### src/rtl/pxser_pkg.sv
package pxser_pkg;

    localparam int IDX_W  = 4;
    localparam int RGB_W  = 3;
    localparam int N_IDX  = 1 << IDX_W;
    localparam int N_COL  = 1 << RGB_W;

    typedef enum logic [1:0] {
        DEPTH_1 = 2'd0,
        DEPTH_2 = 2'd1,
        DEPTH_4 = 2'd2,
        DEPTH_X = 2'd3
    } px_depth_e;

    typedef enum logic [1:0] {
        STRETCH_1 = 2'd0,
        STRETCH_2 = 2'd1,
        STRETCH_4 = 2'd2,
        STRETCH_X = 2'd3
    } px_stretch_e;

    typedef enum logic {
        ST_EMPTY = 1'b0,
        ST_DRAW  = 1'b1
    } px_state_e;

endpackage

### src/rtl/pxser_unpack.sv
module pxser_unpack
    import pxser_pkg::*;
#(
    parameter int BYTE_W = 8
) (
    input  logic [BYTE_W-1:0] raw,
    input  px_depth_e         depth,
    output logic [BYTE_W-1:0] ordered
);
    localparam int N_VAR = 3;

    logic [BYTE_W-1:0] variant [N_VAR];

    // Variant k serves 2**k bits per pixel: pixel i lands in the top slots of
    // its group; bit b of that pixel is fetched at stride BYTE_W/D.
    for (genvar k = 0; k < N_VAR; k++) begin : g_depth
        localparam int D      = 1 << k;
        localparam int NPIX   = BYTE_W / D;
        localparam int STRIDE = BYTE_W / D;
        for (genvar i = 0; i < NPIX; i++) begin : g_pix
            for (genvar b = 0; b < D; b++) begin : g_bit
                assign variant[k][BYTE_W-1-i*D-(D-1-b)] = raw[BYTE_W-1-i-(D-1-b)*STRIDE];
            end
        end
    end

    always_comb begin
        unique case (depth)
            DEPTH_2: ordered = variant[1];
            DEPTH_4: ordered = variant[2];
            default: ordered = variant[0];
        endcase
    end
endmodule

### src/rtl/pxser_pace.sv
module pxser_pace
    import pxser_pkg::*;
#(
    parameter int PHASES = 8
) (
    input  px_stretch_e       stretch,
    input  logic [PHASES-1:0] phase,
    output logic              adv
);
    function automatic logic [PHASES-1:0] every_nth(int n);
        logic [PHASES-1:0] m;
        for (int p = 0; p < PHASES; p++) begin
            m[p] = ((p % n) == 0);
        end
        return m;
    endfunction

    localparam logic [PHASES-1:0] SEL_2 = every_nth(2);
    localparam logic [PHASES-1:0] SEL_4 = every_nth(4);

    always_comb begin
        unique case (stretch)
            STRETCH_2: adv = |(phase & SEL_2);
            STRETCH_4: adv = |(phase & SEL_4);
            default:   adv = 1'b1;
        endcase
    end
endmodule

### src/rtl/pxser_palette.sv
module pxser_palette
    import pxser_pkg::*;
(
    input  logic [IDX_W-1:0] idx,
    output logic [RGB_W-1:0] colour
);
    function automatic logic [RGB_W-1:0] base_colour(int k);
        logic [RGB_W-1:0] c;
        c[0] = k[0];    // red
        c[1] = k[1];    // green
        c[2] = k[2];    // blue
        return c;
    endfunction

    logic [RGB_W-1:0] lut [N_IDX];

    always_comb begin
        for (int k = 0; k < N_IDX; k++) begin
            lut[k] = base_colour(k % N_COL);
        end
    end

    assign colour = lut[idx];
endmodule

### src/rtl/pxser_top.sv
module pxser_top
    import pxser_pkg::*;
#(
    parameter int BYTE_W = 8,
    parameter int PHASES = 8
) (
    input  logic              clk,
    input  logic              rst_n,
    input  logic [1:0]        depth_sel,
    input  logic [1:0]        scale_sel,
    input  logic [BYTE_W-1:0] pix_byte,
    input  logic              pix_vld,
    input  logic              active,
    input  logic [PHASES-1:0] phase,
    output logic [RGB_W-1:0]  rgb
);
    localparam logic [BYTE_W-1:0] MASK_FIRST = BYTE_W'(1);

    px_depth_e         depth;
    px_stretch_e       stretch;
    px_state_e         state_q, state_d;
    logic [BYTE_W-1:0] shreg_q, mask_q;
    logic [BYTE_W-1:0] ordered, shreg_rot, mask_adv;
    logic              adv, last;
    logic [IDX_W-1:0]  cur_idx;
    logic [RGB_W-1:0]  pal_rgb, rgb_q;

    assign depth   = px_depth_e'(depth_sel);
    assign stretch = px_stretch_e'(scale_sel);

    pxser_unpack #(.BYTE_W(BYTE_W)) u_unpack (
        .raw     (pix_byte),
        .depth   (depth),
        .ordered (ordered)
    );

    pxser_pace #(.PHASES(PHASES)) u_pace (
        .stretch (stretch),
        .phase   (phase),
        .adv     (adv)
    );

    pxser_palette u_pal (
        .idx    (cur_idx),
        .colour (pal_rgb)
    );

    // Per-depth rotate, zero-fill mask shift and index pick.
    always_comb begin
        unique case (depth)
            DEPTH_2: begin
                shreg_rot = {shreg_q[BYTE_W-3:0], shreg_q[BYTE_W-1:BYTE_W-2]};
                mask_adv  = {mask_q[BYTE_W-3:0], 2'b00};
                cur_idx   = {{(IDX_W-2){1'b0}}, shreg_q[BYTE_W-1:BYTE_W-2]};
            end
            DEPTH_4: begin
                shreg_rot = {shreg_q[BYTE_W-5:0], shreg_q[BYTE_W-1:BYTE_W-4]};
                mask_adv  = {mask_q[BYTE_W-5:0], 4'b0000};
                cur_idx   = shreg_q[BYTE_W-1:BYTE_W-4];
            end
            default: begin
                shreg_rot = {shreg_q[BYTE_W-2:0], shreg_q[BYTE_W-1]};
                mask_adv  = {mask_q[BYTE_W-2:0], 1'b0};
                cur_idx   = {{(IDX_W-1){1'b0}}, shreg_q[BYTE_W-1]};
            end
        endcase
    end

    assign last = (mask_adv == '0);

    // Transitions: LOAD, DRAIN, HOLD.
    always_comb begin
        state_d = state_q;
        unique case (state_q)
            ST_EMPTY: if (pix_vld) state_d = ST_DRAW;
            ST_DRAW: begin
                if (pix_vld)          state_d = ST_DRAW;
                else if (adv && last) state_d = ST_EMPTY;
            end
        endcase
    end

    // State register.
    always_ff @(posedge clk or negedge rst_n) begin
        if (!rst_n) state_q <= ST_EMPTY;
        else        state_q <= state_d;
    end

    // Pixel datapath.
    always_ff @(posedge clk or negedge rst_n) begin
        if (!rst_n) begin
            shreg_q <= '0;
            mask_q  <= '0;
        end else if (pix_vld) begin
            shreg_q <= ordered;
            mask_q  <= MASK_FIRST;
        end else if (state_q == ST_DRAW && adv) begin
            shreg_q <= shreg_rot;
            mask_q  <= mask_adv;
        end
    end

    // Output register.
    always_ff @(posedge clk or negedge rst_n) begin
        if (!rst_n) rgb_q <= '0;
        else        rgb_q <= (state_q == ST_DRAW && active) ? pal_rgb : '0;
    end

    assign rgb = rgb_q;
endmodule

### config.mk
export PLATFORM = sky130hd
export DESIGN_NAME = pxser_top
export DESIGN_NICKNAME = d
export VERILOG_FILES = /design/src/rtl/pxser_pkg.sv /design/src/rtl/pxser_unpack.sv /design/src/rtl/pxser_pace.sv /design/src/rtl/pxser_palette.sv /design/src/rtl/pxser_top.sv
export SDC_FILE = /design/constraint.sdc
export NUM_CORES = 1
export LEC_CHECK = 0
export BUFFER_PORTS_ARGS = -buffer_cell sky130_fd_sc_hd__buf_2
export CAP_MARGIN = 20
export CORE_MARGIN = 4
export CORE_UTILIZATION = 55
export CTS_CLUSTER_SIZE = 25
export DETAILED_ROUTE_END_ITERATION = 8
export PLACE_DENSITY = 0.84
export SLEW_MARGIN = 20
export SYNTH_ARGS = -nofsm -noshare
export SYNTH_HDL_FRONTEND = slang
export SYNTH_HIERARCHICAL = 1
export SYNTH_SLANG_ARGS = --single-unit
### constraint.sdc
create_clock -name clk -period 1.8 [get_ports clk]
set_clock_uncertainty 0.1 [all_clocks]
set_input_delay 0.09 -clock clk [delete_from_list [all_inputs] [get_ports clk]]
set_output_delay 0.09 -clock clk [all_outputs]
set_load 0.05 [all_outputs]
# Yosys cells after proc, flatten, opt, wreduce, memory -nomap -nowiden
# Memories as Yosys holds them, arrays and structs flattened.
# Index checks and enable logic that the tools add are counted.
# W data, S select, Z words.
[op_classes]
n_eq_ne = 4
shift = 0
reduce_logical = 7
bitwise_logic = 2
n_mul = 0
n_lt_le_gt_ge = 1
addsub = 0
muxes = 16
div_mod_pow = 0
[op_table]
columns = ["op", "n"]
rows = [
  ["$pmux W8 S2", 2],
  ["$mux W8", 2],
  ["$mux W7", 2],
  ["$pmux W7 S2", 1],
  ["$mux W3", 3],
  ["$logic_not A8 Y1", 1],
  ["$pmux W4 S2", 1],
  ["$ge A5 B5 Y1 const B", 1],
  ["$not A4 Y5", 1],
  ["$eq A2 B1 Y1 const B", 2],
  ["$eq A2 B2 Y1 const B", 2],
  ["$pmux W1 S2", 2],
  ["$reduce_or A4 Y1", 1],
  ["$logic_and A1 B1 Y1", 3],
  ["$mux W1", 3],
  ["$reduce_bool A2 Y1", 1],
  ["$reduce_or A2 Y1", 1],
  ["$not A1 Y1", 1],
]
[totals]
memories = 1
ramBits = 0
mem_bits_ro = 48
ff_bits = 19
input_bits = 24
out_inout_bits = 3
latchBits = 0
[memory_table]
columns = ["name", "depth", "width", "read_ports", "rd_ports_with_merged_regs", "wr", "line", "source"]
rows = [
  ["(name not given)", 16, 3, 1, 0, 0, "pxser_palette.sv:23", "assign colour = lut[idx];"],
]

# Depth between registers and ports, before layout
[logic_depth]
depth_word = 7
mapped_depth = 9
mapped_depth_nobuf = 7

# By module
# Netlist, hierarchy kept.
[modules_own_cells]
columns = ["module", "seq_area_each_um2", "cells_each", "n_inst", "area_each_um2"]
rows = [
  ["pxser_top", 475.5, 127, 1, 1203.7],
  ["pxser_unpack", 0.0, 25, 1, 152.6],
  ["pxser_pace", 0.0, 7, 1, 51.3],
  ["pxser_palette", 0.0, 3, 1, 22.5],
]

# Least setup slack after synthesis
# Ideal clock, no wire load.
[synth_timing]
path_kind = "input to register"
start = "in depth_sel[0]"
end = "reg rgb_q[0], in the netlist rgb[0]"
stages = 7
arrival_time_ps = 1282
slack_ps = 298
required_ps = 1580
n_path_buf = 2
path_cell_list = "inv_1 ha_1 buf_2 a221o_1 and2_1 buf_4 and3_1"
[synth_between]
elab_chain_cells = 7
elab_cells_between_ends = 8
classes_between = "eq/ne: 2; mux: 4; bitwise: 1; memory: 1"
[synth_lines]
columns = ["item", "line", "source"]
rows = [
  ["start, declared", "pxser_top.sv:9", "input logic [1:0] depth_sel,"],
  ["$eq A2 B2 Y1 / $eq A2 B1 Y1 (equally long branches)", "pxser_top.sv:50", "unique case (depth)"],
  ["$pmux W4 S2 (*)", "pxser_top.sv:50", ""],
  ["via cur_idx[0]", "pxser_top.sv:25", "logic [IDX_W-1:0] cur_idx;"],
  ["$not A4 Y5 (not written as such) (*)", "pxser_palette.sv:23", ""],
  ["$mem_v2 Z16 W3 (*)", "n/a", ""],
  ["$mux W3 (not written as such) (*) (2 in a row)", "pxser_palette.sv:23", ""],
  ["via pal_rgb[0]", "pxser_top.sv:26", "logic [RGB_W-1:0] pal_rgb, rgb_q;"],
  ["$mux W3 (*)", "pxser_top.sv:106", "else rgb_q <= (state_q == ST_DRAW && active) ? pal_rgb : '0;"],
  ["end signal, assigned", "pxser_top.sv:106", ""],
  ["end, declared", "pxser_top.sv:26", ""],
]
# The timed path passes the listed nets; every way through them passes the cells marked *. The select of a mux whose other input is x is not followed.
# A chain may end at the register's enable or synchronous reset.

# Final worst setup path
[layout_timing]
start = "reg mask_q[1]"
end = "reg state_q"
[layout_between]
elab_chain_cells = 6
[layout_lines]
columns = ["item", "line", "source"]
rows = [
  ["start, declared", "pxser_top.sv:22", "logic [BYTE_W-1:0] shreg_q, mask_q;"],
  ["start signal, assigned", "pxser_top.sv:99", "mask_q <= mask_adv;"],
  ["$pmux W8 S2", "pxser_top.sv:50", ""],
  ["$logic_not A8 Y1", "pxser_top.sv:69", "assign last = (mask_adv == '0);"],
  ["$logic_and A1 B1 Y1", "pxser_top.sv:78", "else if (adv && last) state_d = ST_EMPTY;"],
  ["$mux W1", "pxser_top.sv:78", ""],
  ["$mux W1", "pxser_top.sv:77", "if (pix_vld) state_d = ST_DRAW;"],
  ["$pmux W1 S2", "pxser_top.sv:74", "unique case (state_q)"],
  ["via state_d", "pxser_top.sv:21", "px_state_e state_q, state_d;"],
  ["end signal, assigned", "pxser_top.sv:86", "else state_q <= state_d;"],
  ["end, declared", "pxser_top.sv:21", ""],
]
# The timed path passes the listed nets, and every way through them passes these cells.

==> qor.txt <==
========================================================================================
Initial DRT Pass Iterations                                                            5
Maximum fanout along the worst path                                                    4
Post-Syn Instances                                                                   161
Clock Pin Slew Worst Setup and Hold Paths                                         120 ps
Number of design rule violations left after detail routing                             0
Final total negative setup slack                                                    0 ps
Detailed router's first-iteration violation count                                     68
Critical path type                                                          flip-flop to flip-flop
I/O pin count                                                                         27
Deepest clock path buffer count                                                        2
Hold Path Sink                                                                shreg_q[2]
Static leakage                                                                 0.7145 nW
Die extent in y                                                                 58.88 um
Internal Power                                                                  758.0 uW
Starting utilization of the core area                                             57.47%
Maximum achievable frequency                                                   701.2 MHz
Layout overhead on the synthesized area                                           8.699%
Worst setup EP type                                                            flip-flop
Register-to-register setup slack                                                  370 ps
Share of total power in sequential cells                                           45.8%
Count of clock tree sinks                                                             19
Critical path launch point type                                                flip-flop
GRT overflow                                                                           0
Number of nets still failing antenna checks after routing                              0
Total setup buffers inserted after CTS                                                 0
Series of cell instances along the critical path                            a221o_2, a22oi_1, a41oi_2
Width of the die                                                                58.88 um
RSZ-0062 raised after global routing                                               false
Total vias in the final route                                                      1,251
Hold Crit Class                                                             input port to flip-flop
Wire length of the first global-routing pass                                    5.319 mm
Power density relative to cell area                                         772.8 nW/um^2
Hold Crit Depth                                                                        5
Combinational fraction of design power                                             35.5%
Floorplan die area                                                             3467 um^2
Area of the mapped netlist                                                     1424 um^2
Portion of the clock cycle consumed by the worst path in the final layout         79.23%
Worst Path Arrival                                                               1520 ps
Largest net degree at the start of global routing                                     26
Total net switching power                                                       438.1 uW
Final Util                                                                        62.47%
Vias in the first global route                                                     1,193
Switching share of total power                                                    36.63%
Number of cell rows                                                                   18
Start of the worst register-to-register path                                   mask_q[1]
Clock group share of total power                                                   18.7%
Minimum clock period after layout                                                1426 ps
Mean cell area of the mapped netlist                                          8.844 um^2
Diodes inserted                                                                        0
Total Routed Length                                                             3.163 mm
Clk Latency, worst-skew pair                                                      310 ps
Layout cells sized above 1                                                        20.11%
Maximum VDD drop                                                               0.5017 mV
NumNets Final                                                                        210
Hold_sp                                                                      pix_byte[2]
Root Buffer Master                                                          sky130_fd_sc_hd__clkbuf_4
Cell at the slowest stage of the critical path                              sky130_fd_sc_hd__dfrtp_1
Outcome                                                                     finished clean
Core Area                                                                      2477 um^2
PostCTS Resize Cnt                                                                     0
Crit Reg-Reg Endpoint                                                            state_q
Deepest level of the CTS H-tree                                                        1
Total chip power                                                                1.196 mW
Inst Count DP                                                                        201
Req. time, crit path                                                             1890 ps
Warning count from the yosys run                                                       6
Hold Violations, Final                                                                 0
Gp weighted congestion                                                            0.8731
Cts bufs inserted                                                                      3
Port Buffer Count                                                                     22
CP max stage delay                                                                430 ps
Number of cells on the worst reg-to-reg path                                           3
Initial antenna violation count                                                        0
HPWL reported at the end of detailed placement                                  2.280 mm
Synthesized netlist net count                                                        191
Number of filler instances in the final layout                                       228
Slew margin rel.                                                                  60.83%
Actual slew at the worst max-slew pin                                           587.6 ps
Gr usage total                                                                    19.75%
Max-slew violation count                                                               0
Final Instance Count excl. Fillers                                                   209
Detailed-route vias per instance                                                   5.986
Crit path launch                                                               mask_q[1]
Number of max-capacitance violations reported                                          0
Count of endpoints failing setup in the final report                                   0
CTS tree                                                                             yes
Average wire length per cell after detail routing                               15.13 um
========================================================================================
-- per-stage QoR --
stage	setup WS (ps)	cell area (um^2)	hold slack [ps]
after CTS	388.1	1548	33.85
after global routing	291.4	1548	39.82
after detailed placement	156.1	1480	-48.23
after floorplan	298.0	1424	-305.6
after global placement	168.5	1480	-54.27
final	373.9	1548	35.40
-- worst max path at each step --
stage	cells after the start	endpoint	slack (ps)
final	3	state_q	370
after global routing	3	shreg_q[4]	290
after CTS	3	mask_q[2]	390
after detailed placement	7	mask_q[2]	160
after global placement	7	state_q	170
after floorplan	7	rgb[0]	300
-- power groups by stage --
stage	Sequential [mW]	Combinational (mW)	Clock, mW
CTS	0.544	0.422	0.228
detailed placement	0.553	0.412	0
global placement	0.548	0.395	0
global route	0.556	0.472	0.242
floorplan	0.551	0.331	0
finish	0.547	0.425	0.224
-- registers in the layout, indices dropped and copies added (netlist names) --
signal and cells:
mask_q 7, rgb 3, shreg_q 8, state_q 1
-- cells in the final DEF (no fill, tap or decap), drive strengths merged --
master	count
a21boi	8
a21o	1
a21oi	5
a221o	12
a22oi	9
a311oi	3
a31oi	7
a41oi	1
and2	3
and2b	1
and3	3
and4	1
buf	27
clkbuf	3
clkinv	1
dfrtp	19
dlygate4sd3	4
ha	6
inv	7
nand2	20
nand2b	9
nand3	4
nand3b	3
nor2	4
o21ai	14
o22ai	1
or2b	2
or3b	1
-- what timing repair did --
item | CTS | global route
endpoints found under the hold margin | 24 | 0
hold buffers | 4 | 0
endpoints found under the setup margin | 0 | 0
-- critical path: cells and delay by family (launching register included) --
family / cells / cell delay [ps]
compound gates: 3 / 770
flops: 1 / 430
-- layer usage --
metal	part of all wire, %	vias to the layer above	GRT usage [%]
met4	1.6	0	7.443
met2	47	46	34.07
met3	5.9	7	2.632
li1	-	622	-
met1	45	576	24.93
met5	0	-	0
-- area by class of cell --
type	instances	area (um^2)	share of cell area [%]
multi-input combinational	118	793.3	51.25
sequential	19	475.5	30.72
timing repair buffer	31	187.7	12.13
tap	30	37.54	2.425
inverter	7	26.28	1.698
clock buffer	3	22.52	1.455
clock inverter	1	5.005	0.3234
No activity file was read; power rests on OpenSTA's default activity.
